==> config.mk <==
export PLATFORM = sky130hd
export DESIGN_NAME = spad_penalty_mon
export DESIGN_NICKNAME = d
export VERILOG_FILES = /design/src/rtl/spad_pen_pkg.sv /design/src/rtl/spad_bank_decode.sv /design/src/rtl/spad_pen_tracker.sv /design/src/rtl/spad_pen_counter.sv /design/src/rtl/spad_penalty_mon.sv
export SDC_FILE = /design/constraint.sdc
export NUM_CORES = 1
export LEC_CHECK = 0
export BUFFER_PORTS_ARGS = -buffer_cell sky130_fd_sc_hd__buf_2
export CAP_MARGIN = 5
export CORE_ASPECT_RATIO = 1.2
export CORE_MARGIN = 4
export CORE_UTILIZATION = 35
export CTS_CLUSTER_DIAMETER = 40
export CTS_CLUSTER_SIZE = 8
export DETAILED_ROUTE_END_ITERATION = 10
export GPL_TIMING_DRIVEN = 0
export PLACE_DENSITY_LB_ADDON = 0.08
export SYNTH_ARGS = -nofsm -noshare
export SYNTH_HDL_FRONTEND = slang
export SYNTH_SLANG_ARGS = --single-unit
==> constraint.sdc <==
create_clock -name clk -period 1.9 [get_ports clk]
set_clock_uncertainty 0.1 [all_clocks]
set_input_delay 0 -clock clk [delete_from_list [all_inputs] [get_ports clk]]
set_output_delay 0 -clock clk [all_outputs]
set_load 0.05 [all_outputs]
==> src/rtl/spad_pen_pkg.sv <==
package spad_pen_pkg;

   // Penalty kinds, also the index into the counter array
   typedef enum logic [1:0] {
      PEN_BANK  = 2'd0,
      PEN_SIGN  = 2'd1,
      PEN_STALL = 2'd2
   } pen_kind_e;

   localparam int NUM_PEN = 3;

   // Classification of one accepted access
   typedef struct packed {
      logic bubble;
      logic sign_chg;
      logic bank_chg;
   } pen_evt_t;

   function automatic logic [NUM_PEN-1:0] evt_to_vec(input pen_evt_t e);
      logic [NUM_PEN-1:0] v;
      v = '0;
      v[PEN_BANK]  = e.bank_chg;
      v[PEN_SIGN]  = e.sign_chg;
      v[PEN_STALL] = e.bubble;
      return v;
   endfunction

endpackage

==> src/rtl/spad_bank_decode.sv <==
module spad_bank_decode #(
   parameter int ADDR_W     = 14,
   parameter int SPAD_BYTES = 16384,
   parameter int NUM_BANKS  = 4,
   localparam int BANK_BYTES = SPAD_BYTES / NUM_BANKS,
   localparam int BANK_LSB   = $clog2(BANK_BYTES),
   localparam int BANK_BITS  = $clog2(NUM_BANKS),
   localparam int BANK_W     = (BANK_BITS > 0) ? BANK_BITS : 1
) (
   input  logic [ADDR_W-1:0] addr,
   output logic [BANK_W-1:0] bank
);

   // Elaboration checks on the geometry
   if ((SPAD_BYTES & (SPAD_BYTES - 1)) != 0) begin : g_bad_size
      $error("spad_bank_decode: SPAD_BYTES must be a power of two");
   end
   if ((NUM_BANKS & (NUM_BANKS - 1)) != 0) begin : g_bad_banks
      $error("spad_bank_decode: NUM_BANKS must be a power of two");
   end
   if (ADDR_W < BANK_LSB + BANK_BITS) begin : g_bad_addr
      $error("spad_bank_decode: ADDR_W too narrow for the bank field");
   end

   logic unused_addr_bits;

   if (NUM_BANKS > 1) begin : g_multi
      assign bank             = addr[BANK_LSB +: BANK_BITS];
      assign unused_addr_bits = ^{addr[BANK_LSB-1:0],
                                  addr[ADDR_W-1:BANK_LSB+BANK_BITS-1]};
   end else begin : g_single
      // A single bank can never change
      assign bank             = '0;
      assign unused_addr_bits = ^addr;
   end

endmodule

==> src/rtl/spad_pen_tracker.sv <==
module spad_pen_tracker
   import spad_pen_pkg::*;
#(
   parameter int BANK_W = 2
) (
   input  logic              clk,
   input  logic              rst_n,
   input  logic              accept,
   input  logic [BANK_W-1:0] bank,
   input  logic              neg,
   output pen_evt_t          evt,
   output logic              stall_q
);

   logic              have_prev;
   logic [BANK_W-1:0] prev_bank;
   logic              prev_neg;

   logic bank_diff;
   logic sign_diff;

   always_comb begin
      bank_diff    = (bank != prev_bank);
      sign_diff    = (neg != prev_neg);
      evt          = '0;
      evt.bank_chg = accept && have_prev && bank_diff;
      evt.sign_chg = accept && have_prev && sign_diff;
      evt.bubble   = evt.bank_chg || evt.sign_chg;
   end

   // History of the last accepted scratchpad access
   always_ff @(posedge clk or negedge rst_n) begin
      if (!rst_n) begin
         have_prev <= 1'b0;
         prev_bank <= '0;
         prev_neg  <= 1'b0;
      end else if (accept) begin
         have_prev <= 1'b1;
         prev_bank <= bank;
         prev_neg  <= neg;
      end
   end

   // One bubble per penalised access, merged when both causes coincide
   always_ff @(posedge clk or negedge rst_n) begin
      if (!rst_n) begin
         stall_q <= 1'b0;
      end else begin
         stall_q <= evt.bubble;
      end
   end

endmodule

==> src/rtl/spad_pen_counter.sv <==
module spad_pen_counter #(
   parameter int CNT_W = 16
) (
   input  logic             clk,
   input  logic             rst_n,
   input  logic             inc,
   output logic [CNT_W-1:0] count
);

   if (CNT_W < 1) begin : g_bad_w
      $error("spad_pen_counter: CNT_W must be at least 1");
   end

   always_ff @(posedge clk or negedge rst_n) begin
      if (!rst_n) begin
         count <= '0;
      end else if (inc) begin
         count <= count + CNT_W'(1);
      end
   end

endmodule

==> src/rtl/spad_penalty_mon.sv <==
module spad_penalty_mon
   import spad_pen_pkg::*;
#(
   parameter int ADDR_W     = 14,
   parameter int OFS_W      = 16,
   parameter int SPAD_BYTES = 16384,
   parameter int NUM_BANKS  = 4,
   parameter int CNT_W      = 16
) (
   input  logic              clk,
   input  logic              rst_n,
   input  logic              acc_valid,
   input  logic              acc_spad,
   input  logic [ADDR_W-1:0] acc_addr,
   input  logic [OFS_W-1:0]  acc_ofs,
   output logic              stall,
   output logic [CNT_W-1:0]  bank_cnt,
   output logic [CNT_W-1:0]  sign_cnt,
   output logic [CNT_W-1:0]  stall_cnt
);

   localparam int BANK_BITS = $clog2(NUM_BANKS);
   localparam int BANK_W    = (BANK_BITS > 0) ? BANK_BITS : 1;

   if (OFS_W < 2) begin : g_bad_ofs
      $error("spad_penalty_mon: OFS_W must be at least 2");
   end

   logic              accept;
   logic [BANK_W-1:0] bank;
   logic              ofs_neg;
   pen_evt_t          evt;
   logic [NUM_PEN-1:0] evt_vec;
   logic [CNT_W-1:0]  cnt_arr [NUM_PEN];
   logic              unused_ofs_bits;

   // No access is taken while a bubble is in progress
   assign accept          = acc_valid && acc_spad && !stall;
   assign ofs_neg         = acc_ofs[OFS_W-1];
   assign unused_ofs_bits = ^acc_ofs[OFS_W-2:0];

   spad_bank_decode #(
      .ADDR_W     (ADDR_W),
      .SPAD_BYTES (SPAD_BYTES),
      .NUM_BANKS  (NUM_BANKS)
   ) u_bank (
      .addr (acc_addr),
      .bank (bank)
   );

   spad_pen_tracker #(
      .BANK_W (BANK_W)
   ) u_track (
      .clk     (clk),
      .rst_n   (rst_n),
      .accept  (accept),
      .bank    (bank),
      .neg     (ofs_neg),
      .evt     (evt),
      .stall_q (stall)
   );

   assign evt_vec = evt_to_vec(evt);

   for (genvar k = 0; k < NUM_PEN; k++) begin : g_cnt
      spad_pen_counter #(
         .CNT_W (CNT_W)
      ) u_cnt (
         .clk   (clk),
         .rst_n (rst_n),
         .inc   (evt_vec[k]),
         .count (cnt_arr[k])
      );
   end

   assign bank_cnt  = cnt_arr[PEN_BANK];
   assign sign_cnt  = cnt_arr[PEN_SIGN];
   assign stall_cnt = cnt_arr[PEN_STALL];

endmodule

==> metrics.cfg, run 1 <==
[run_status]
status=finished clean

[final_layout]
fin_nets=300
syn2layout_area_growth_pct=22.6
post-route-util=0.451
drive_above_1_share=0.318
antenna_cells=0

[global_route]
antenna_found_initial=0
grt_usage=0.122
grt_pass1_vias=1675
grt_max_degree=54
overflow=0
grt_pass1_wl_mm=8.28

[critical_path]
path_class=reg2reg
crit_arrival_ns=1.83
cp_top_family=flip-flops
end_kind=flop
cp_cell_sequence=nand4b_4 -> a31oi_4 -> buf_6 -> nand4_1 -> xnor2_1
slowest_delay_ns=0.40
cp_slowest_cell=dfrtp_1
path_buf_inv=1
cp_data_required_time_ns=1.99
cp-start-kind=flop
critPathMaxFanout=10

[pwr]
clockPowerShare=0.188
swShare=0.427
p_int_mw=1.87
p_switching_mw=1.40
power_density_nw_per_um2=1100
finalPower_mw=3.27
pwr-share-comb=0.354
seq_power_share=0.457
total_leakage_power_nw=1.41
ir_drop_mv=0.692

[route]
wl_per_cell_um=14.0
vias_per_cell=4.81
drt_iter0_markers=29
drt-total-wl_mm=4.89
num_vias=1679
firstDrtPassIters=4
drc=0
ant_nets=0

[placed_design]
io_buffers=55
dp_hpwl_mm=3.45
gp_congestion=0.739

[cts]
clkTransAtPathRegs_ns=0.09
clkLatencyLatePin_ns=0.30
cts-root-buf=clkbuf_8
clk_path_buf_depth=2
htree_levels=2
numCtsBuffers=5
cts_tree=done
cts_sinks=53

[synthesis]
ys_top_cells_by_area=dfrtp_1 (55%), xnor2_1 (13%), nand4_1 (4.7%)
synth_warnings=0
syn_avg_cell_area_um2=12.3
synth_fp_nets=233
synthDominantCellAreaShare=0.549
synth.distinct_cells=28
ys_ff_latch=53
ys.flop_type=dfrtp_1
synthCells=196
yosys-top-cells-count=dfrtp_1 (53), xnor2_1 (36), nand4_1 (18)
synth.most_common_cell=dfrtp_1
synth-edff-count=0
netlist_area_um2=2410
ys_seq_area_frac=0.549
yosysTopAreaCell=dfrtp_1
ys_async_sr_fraction=1.00

[floorplan]
initial_core_util=0.368
die_w_um=83.8
core_um2=6570
die_area_um2=8300
ios=83
die_h_um=99.0
std_cell_rows=32

[timing]
report.final.slew_viol_count=0
min_period_ns=1.73
max_freq_ghz=0.576
fin_crit_sh=0.913
rsz0062_at_grt=no
setup_viol=0
tightestPinTransition_ns=0.463
setup_tns_ns=0
hold_viol_final=0
relSlewSlack=0.691

[flow_run]
cap_viol_max_count=0

[hold_path]
hp-class=in2reg

cells in the final DEF, fill, tap and decap left out, drive strengths merged:
cell type    count
ha               3
clkbuf           8
buf             57
xor2            10
nand2           13
a31oi            1
mux2             6
a21oi            1
a2111o           1
nand4           18
nand4b           3
or2              1
and4             3
nor2            10
nor4             3
inv              6
a2111oi          1
nand2b           1
dlygate4sd3      4
or4              1
nand3           12
and3             6
clkinvlp         1
and2             2
dfrtp           53
xnor2           38
nand3b           1
layout make-up:
type / count / area [um^2]
inverters: 6 / 22.5
fillers: 657 / 3610
plain buffers: 2 / 15.0
repair buffers: 60 / 335
multi-input cells: 135 / 1060
clock buffers: 7 / 76.3
well taps: 85 / 106
clock inverters: 1 / 7.51
flip-flops and latches: 53 / 1330
flip-flops by register name, summed over array words and instances, names as in the netlist:
name               flops
u_track.prev_neg       1
u_track.prev_bank      2
g_cnt.u_cnt.count     48
u_track.have_prev      1
u_track.stall_q        1
per-stage QoR:
stage          cells  setup slack [ns]  hold WS, ns  cell area, um^2
6_report         349             0.165       0.0166             2960
5_1_grt          349          0.000580       0.0193             2960
4_1_cts          348            0.0371       0.0157             2930
3_5_place_dp     336            0.0633        0.185             2800
3_3_place_gp     336            0.0699        0.181             2800
2_1_floorplan    196            0.0229       -0.396             2420
per-layer routing:
metal	vias up	wire [um]	global-route usage
met5	-	0	0
met4	0	35	0.0371
met3	4	224	0.0318
met2	37	2400	0.201
met1	824	2230	0.159
li1	814	-	-
kinds of logic (layout without fill, tap and decap cells):
kind of cell,after synthesis,after routing,synth area share
adder cells (fa/ha/maj),3,3,0.0155
buffers and inverters,8,76,0.0155
AO/OA/AOI/OAI,4,4,0.0285
multiplexers,6,6,0.0280
flip-flops,53,53,0.549
XOR/XNOR,48,48,0.180
AND/OR/NAND/NOR,74,74,0.183
repair_timing:
item / CTS / global route
buffers inserted: 0 / 0
endpoints found under the setup margin: 0 / 11
resized for setup: 0 / 2
hold endpoints to repair: 56 / 0
hold buffers: 4 / 0
power groups by stage:
| stage | sequential (mW) | clock, mW | combinational [mW] |
|---|---|---|---|
| after floorplan | 2.01 | 0 | 0.353 |
| after global placement | 1.52 | 0 | 1.15 |
| after detailed placement | 1.52 | 0 | 1.16 |
| after CTS | 1.50 | 0.657 | 1.17 |
| after global routing | 1.53 | 0.696 | 1.23 |
| final | 1.49 | 0.616 | 1.16 |
worst register-to-register path: stages (launching register included):
cell and delay, ns:
dfrtp_1 0.40, nand4b_4 0.29, a31oi_4 0.36, buf_6 0.20, nand4_1 0.11, xnor2_1 0.15
final timing paths:
check                                                      from                                   end  slack, ns  cells after the start
hold / removal                                         acc_spad         u_track.have_prev$_DFFE_PN0P_       0.02                      3
setup / recovery                      u_track.stall_q$_DFF_PN0_  g_cnt[2].u_cnt.count[12]$_DFFE_PN0P_       0.17                      5
setup reg to reg                      u_track.stall_q$_DFF_PN0_  g_cnt[2].u_cnt.count[12]$_DFFE_PN0P_       0.17                      5
min in group asynchronous                                 rst_n   g_cnt[1].u_cnt.count[8]$_DFFE_PN0P_       0.07                      2
hold reg to reg            g_cnt[2].u_cnt.count[15]$_DFFE_PN0P_  g_cnt[2].u_cnt.count[15]$_DFFE_PN0P_       0.37                      1
max in group asynchronous                                 rst_n   g_cnt[0].u_cnt.count[4]$_DFFE_PN0P_       1.06                      3
Note: power is estimated with default switching activity, not from simulation.
==> inputs of run 2 (changes only) <==
--- a/config.mk
+++ b/config.mk
@@ -15,6 +15,7 @@
 export DETAILED_ROUTE_END_ITERATION = 10
 export GPL_TIMING_DRIVEN = 0
 export PLACE_DENSITY_LB_ADDON = 0.08
+export SETUP_SLACK_MARGIN = 0.5
 export SYNTH_ARGS = -nofsm -noshare
 export SYNTH_HDL_FRONTEND = slang
 export SYNTH_SLANG_ARGS = --single-unit
==> run 2 against run 1 <==
Effect of this change: total power up 7.2%; die area unchanged; cell count grew 5.2%; sequential share of layout area down 3.4 points; clock power increased by 5.2%; largest power group unchanged; highest routed layer unchanged.
==> metrics.cfg, run 2 (synthesized netlist as in run 1, its figures left out) <==
[run_status]
status=finished clean

[timing]
relSlewSlack=0.570
holdWs_ns=0.0376
tightestPinTransition_ns=0.645
fin_crit_sh=0.902
report.final.slew_viol_count=0
setup_tns_ns=0
setup_viol=0
rsz0062_at_grt=yes
min_period_ns=1.71
hold_viol_final=0
max_freq_ghz=0.583

[global_route]
grt_usage=0.132
antenna_found_initial=0
grt_max_degree=54
grt_pass1_wl_mm=8.98
overflow=0
grt_pass1_vias=1840

[flow_run]
cap_viol_max_count=0

[final_layout]
largest_reg_flops=48
final_cell_mix=buf_2 (55), xnor2_1 (35), dfrtp_2 (27)
antenna_cells=0
final_common_cell=buf_2
fin_nets=319
fin_area_um2=3270
largestRegisters=g_cnt.u_cnt.count: 48 flops, u_track.prev_bank: 2 flops
drive_above_1_share=0.493
regMostFlops=g_cnt.u_cnt.count
instances_no_fill=367
syn2layout_area_growth_pct=35.2

[route]
drt-met1-wl_mm=2.34
drt_iter0_markers=43
vias_per_cell=4.69
ant_nets=0
wl_per_cell_um=13.9
top_layer_used=met4
drc=0
met3_length_um=205
wl_met2_mm=2.50
drt-total-wl_mm=5.10
firstDrtPassIters=4
num_vias=1723

[pwr]
p_int_mw=2.03
clockPowerShare=0.185
total_leakage_power_nw=1.50
p_switching_mw=1.47
swShare=0.420
seq_power_share=0.436
power_density_nw_per_um2=1070
finalPower_mw=3.50
pwr-share-comb=0.379
ir_drop_mv=0.850

[critical_path]
ff2ff_setup_slack_ns=0.19
crit_arrival_ns=1.81
slowest_delay_ns=0.41
cp_data_required_time_ns=2.00
r2r_end=g_cnt[2].u_cnt.count[1]$_DFFE_PN0P_
path_class=reg2reg
r2r_cells=5
cp_cell_sequence=nand4b_4 -> buf_12 -> a31oi_4 -> buf_4 -> mux2_2
path_buf_inv=2
reg2reg_from=u_track.stall_q$_DFF_PN0_
cp_top_family=flip-flops
cp_slowest_cell=dfrtp_2
cp-start-kind=flop
end_kind=flop
critPathMaxFanout=6

[cts]
clk_path_buf_depth=2
clkTransAtPathRegs_ns=0.10
clkLatencyLatePin_ns=0.30
cts-root-buf=clkbuf_8
htree_levels=2
cts_sinks=53
numCtsBuffers=5
cts_tree=done

[floorplan]
core_um2=6570
die_h_um=99.0
initial_core_util=0.368
die_area_um2=8300
ios=83
die_w_um=83.8
std_cell_rows=32

[placed_design]
gp_congestion=0.730
io_buffers=55
place_area_um2=2890
dp_cells=336
dp_hpwl_mm=3.42

[hold_path]
holdPathEnd=u_track.have_prev$_DFFE_PN0P_
hold_path.startpoint=acc_spad
hold_depth=3
hp-class=in2reg

[run 2: through the flow]
stage / util / setup slack (ns)
after global routing: 0.497 / 0.113
final: 0.497 / 0.185
after detailed placement: 0.440 / 0.0466
after floorplan: - / 0.145
after CTS: 0.484 / 0.209
after global placement: 0.440 / 0.0785
[run 2: worst max path at each step]
stage / end / start / cells past startpoint / slack, ns
floorplan: g_cnt[1].u_cnt.count[10]$_DFFE_PN0P_ / u_track.stall_q$_DFF_PN0_ / 4 / 0.15
global route: g_cnt[2].u_cnt.count[1]$_DFFE_PN0P_ / u_track.stall_q$_DFF_PN0_ / 5 / 0.11
finish: g_cnt[2].u_cnt.count[1]$_DFFE_PN0P_ / u_track.stall_q$_DFF_PN0_ / 5 / 0.19
global placement: g_cnt[1].u_cnt.count[12]$_DFFE_PN0P_ / u_track.stall_q$_DFF_PN0_ / 4 / 0.08
CTS: g_cnt[2].u_cnt.count[1]$_DFFE_PN0P_ / u_track.stall_q$_DFF_PN0_ / 5 / 0.21
detailed placement: g_cnt[1].u_cnt.count[8]$_DFFE_PN0P_ / u_track.stall_q$_DFF_PN0_ / 4 / 0.05
[run 2: power groups by stage]
stage	sequential [mW]	combinational [mW]	clock, mW
3_5_place_dp	1.56	1.18	0
2_1_floorplan	2.06	0.379	0
3_3_place_gp	1.56	1.17	0
4_1_cts	1.53	1.30	0.697
6_report	1.53	1.33	0.648
5_1_grt	1.56	1.43	0.747
[run 2: layer usage]
metal  global-route usage  up-vias
met5                    0        -
li1                     -      854
met4               0.0421        0
met2                0.217       41
met1                0.174      822
met3               0.0293        6
[run 2: what timing repair did]
action / 4_1_cts / 5_1_grt
endpoints found under the hold margin: 56 / 26
hold buffers: 3 / 1
cloned: 1 / 0
setup buffers: 13 / 5
endpoints found under the setup margin: 49 / 49
pin swaps: 17 / 9
gates resized for setup: 9 / 8
[run 2: worst min-delay path, cell delays in order]
cell	delay, ns
buf_2	0.12
nand3b_1	0.19
nand2b_1	0.08
[run 2: final cells by class]
| cell class | count | area [um^2] |
|---|---|---|
| plain buffers | 2 | 15.0 |
| clock buffers | 6 | 82.6 |
| clock inverters | 1 | 7.51 |
| fillers | 617 | 3300 |
| inverters | 6 | 22.5 |
| multi-input cells | 135 | 1170 |
| flip-flops and latches | 53 | 1360 |
| well taps | 85 | 106 |
| repair buffers | 79 | 502 |
==> inputs of run 3 (changes only) <==
--- a/config.mk
+++ b/config.mk
@@ -9,7 +9,7 @@
 export CAP_MARGIN = 5
 export CORE_ASPECT_RATIO = 1.2
 export CORE_MARGIN = 4
-export CORE_UTILIZATION = 35
+export CORE_UTILIZATION = 50
 export CTS_CLUSTER_DIAMETER = 40
 export CTS_CLUSTER_SIZE = 8
 export DETAILED_ROUTE_END_ITERATION = 10
==> run 3 against run 2 <==
Effect of this change: cell count fell by 6.3%; sequential power barely moved; flip-flop and latch count did not move; final area rose by 3.9%; first-iteration DRC count rose by 28%; count of clock-buffer cells in the layout rose by 1; clock power rose by 6.2%; global-route usage rose by 4.6 points; register-to-register slack improved by 0.02 ns; sequential share of layout area fell by 1.5 points; worst setup slack improved by 0.023 ns; critical path type unchanged; critical endpoint is now g_cnt[1].u_cnt.count[10]$_DFFE_PN0P_; largest power group unchanged.
==> metrics.cfg, run 3 (synthesized netlist as in run 1, its figures left out) <==
[pwr]
finalPower_mw=3.60
total_leakage_power_nw=1.56
ir_drop_mv=1.34
power_density_nw_per_um2=1060

[flow_run]
cap_viol_max_count=0

[floorplan]
core_um2=4630
die_area_um2=6010
die_w_um=71.4
std_cell_rows=27
ios=83
initial_core_util=0.522
die_h_um=84.1

[final_layout]
fin_nets=322
final_cell_mix=buf_2 (55), xnor2_1 (33), dfrtp_2 (28)
largestRegisters=g_cnt.u_cnt.count: 48 flops, u_track.prev_bank: 2 flops
largest_reg_flops=48
antenna_cells=0
regMostFlops=g_cnt.u_cnt.count
drive_above_1_share=0.542
syn2layout_area_growth_pct=40.5
final_common_cell=buf_2

[cts]
htree_levels=2
cts-root-buf=clkbuf_8
cts_tree=done
cts_sinks=53
clk_path_buf_depth=2
numCtsBuffers=5
clkLatencyLatePin_ns=0.30
clkTransAtPathRegs_ns=0.10

[route]
vias_per_cell=5.20
drt-total-wl_mm=5.10
wl_per_cell_um=14.8
num_vias=1788
ant_nets=0
drc=0
firstDrtPassIters=4
drt_iter0_markers=55

[timing]
tightestPinTransition_ns=0.455
rsz0062_at_grt=yes
min_period_ns=1.69
setup_tns_ns=0
hold_viol_final=0
setup_viol=0
report.final.slew_viol_count=0
max_freq_ghz=0.591
holdWs_ns=0.0223
relSlewSlack=0.694
fin_crit_sh=0.891

[critical_path]
crit_arrival_ns=1.83
cp_top_family=simple AND/OR/NAND/NOR gates
cp_cell_sequence=nand4b_4 -> buf_4 -> or4_4 -> nor2_2 -> xnor2_1
path_class=reg2reg
cp_slowest_cell=or4_4
path_buf_inv=1
cp-start-kind=flop
end_kind=flop
cp_data_required_time_ns=2.03
slowest_delay_ns=0.52
critPathMaxFanout=3
reg2reg_from=u_track.stall_q$_DFF_PN0_
setup.worst_path.start=u_track.stall_q$_DFF_PN0_

[global_route]
grt_pass1_vias=1832
overflow=0
grt_usage=0.178
grt_max_degree=54
antenna_found_initial=0
grt_pass1_wl_mm=8.61

[placed_design]
gp_congestion=0.717
io_buffers=55
dp_hpwl_mm=3.29

[run_status]
status=finished clean

[hold_path]
hp-class=in2async

run 3: cell types whose count changed in the layout (fill, tap and decap cells not counted), moves of 2 or more:
cell	change
and4_2	+2
nand3_1	-3
xnor2_1	-2
and4_1	-2
buf_4	-3
mux2_4	+2
nor2_1	-2
nand3_2	+2
mux2_2	-2
nor2_4	+2
buf_6	+5
run 3: through the flow:
stage | setup slack (ns) | instances | cell area (um^2) | utilization
2_1_floorplan | 0.145 | 196 | 2500 | -
3_3_place_gp | 0.103 | 309 | 2850 | 0.616
3_5_place_dp | 0.0260 | 309 | 2850 | 0.616
4_1_cts | 0.212 | 337 | 3250 | 0.703
5_1_grt | 0.130 | 344 | 3390 | 0.733
6_report | 0.208 | 344 | 3390 | 0.733
run 3: per-layer routing:
metal  GRT usage  share of wire  vias to the layer above
met5           0              0                        -
met4      0.0701          0.024                        0
met3      0.0395          0.052                       10
met2       0.286           0.49                       46
met1       0.234           0.44                      878
li1            -              -                      854
run 3: layout make-up:
type	instances	area, um^2
flip-flops and latches	53	1360
multi-input cells	135	1260
fillers	327	1240
repair buffers	82	556
clock buffers	7	96.3
well taps	58	72.6
inverters	6	22.5
plain buffers	2	15.0
clock inverters	1	5.00
run 3: worst paths after layout:
check / end / slack, ns / cells after the start
max: g_cnt[1].u_cnt.count[10]$_DFFE_PN0P_ / 0.21 / 5
min: g_cnt[1].u_cnt.count[3]$_DFFE_PN0P_ / 0.02 / 2
max reg2reg: g_cnt[1].u_cnt.count[10]$_DFFE_PN0P_ / 0.21 / 5
min reg2reg: g_cnt[0].u_cnt.count[15]$_DFFE_PN0P_ / 0.37 / 1
max in group asynchronous: g_cnt[0].u_cnt.count[7]$_DFFE_PN0P_ / 1.14 / 3
min in group clk: u_track.have_prev$_DFFE_PN0P_ / 0.02 / 3
run 3: what timing repair did:
item | CTS | global route
gates resized for setup | 24 | 16
cloned | 1 | 0
pin swaps | 18 | 19
setup endpoints to repair | 49 | 49
hold endpoints to repair | 56 | 53
hold buffers | 3 | 1
setup buffers | 16 | 5
run 3: report_power, final:
part	total (mW)	internal, mW	switching, mW
Sequential	1.55	1.32	0.233
Combinational	1.36	0.449	0.907
Clock	0.688	0.330	0.358
Total	3.60	2.10	1.50
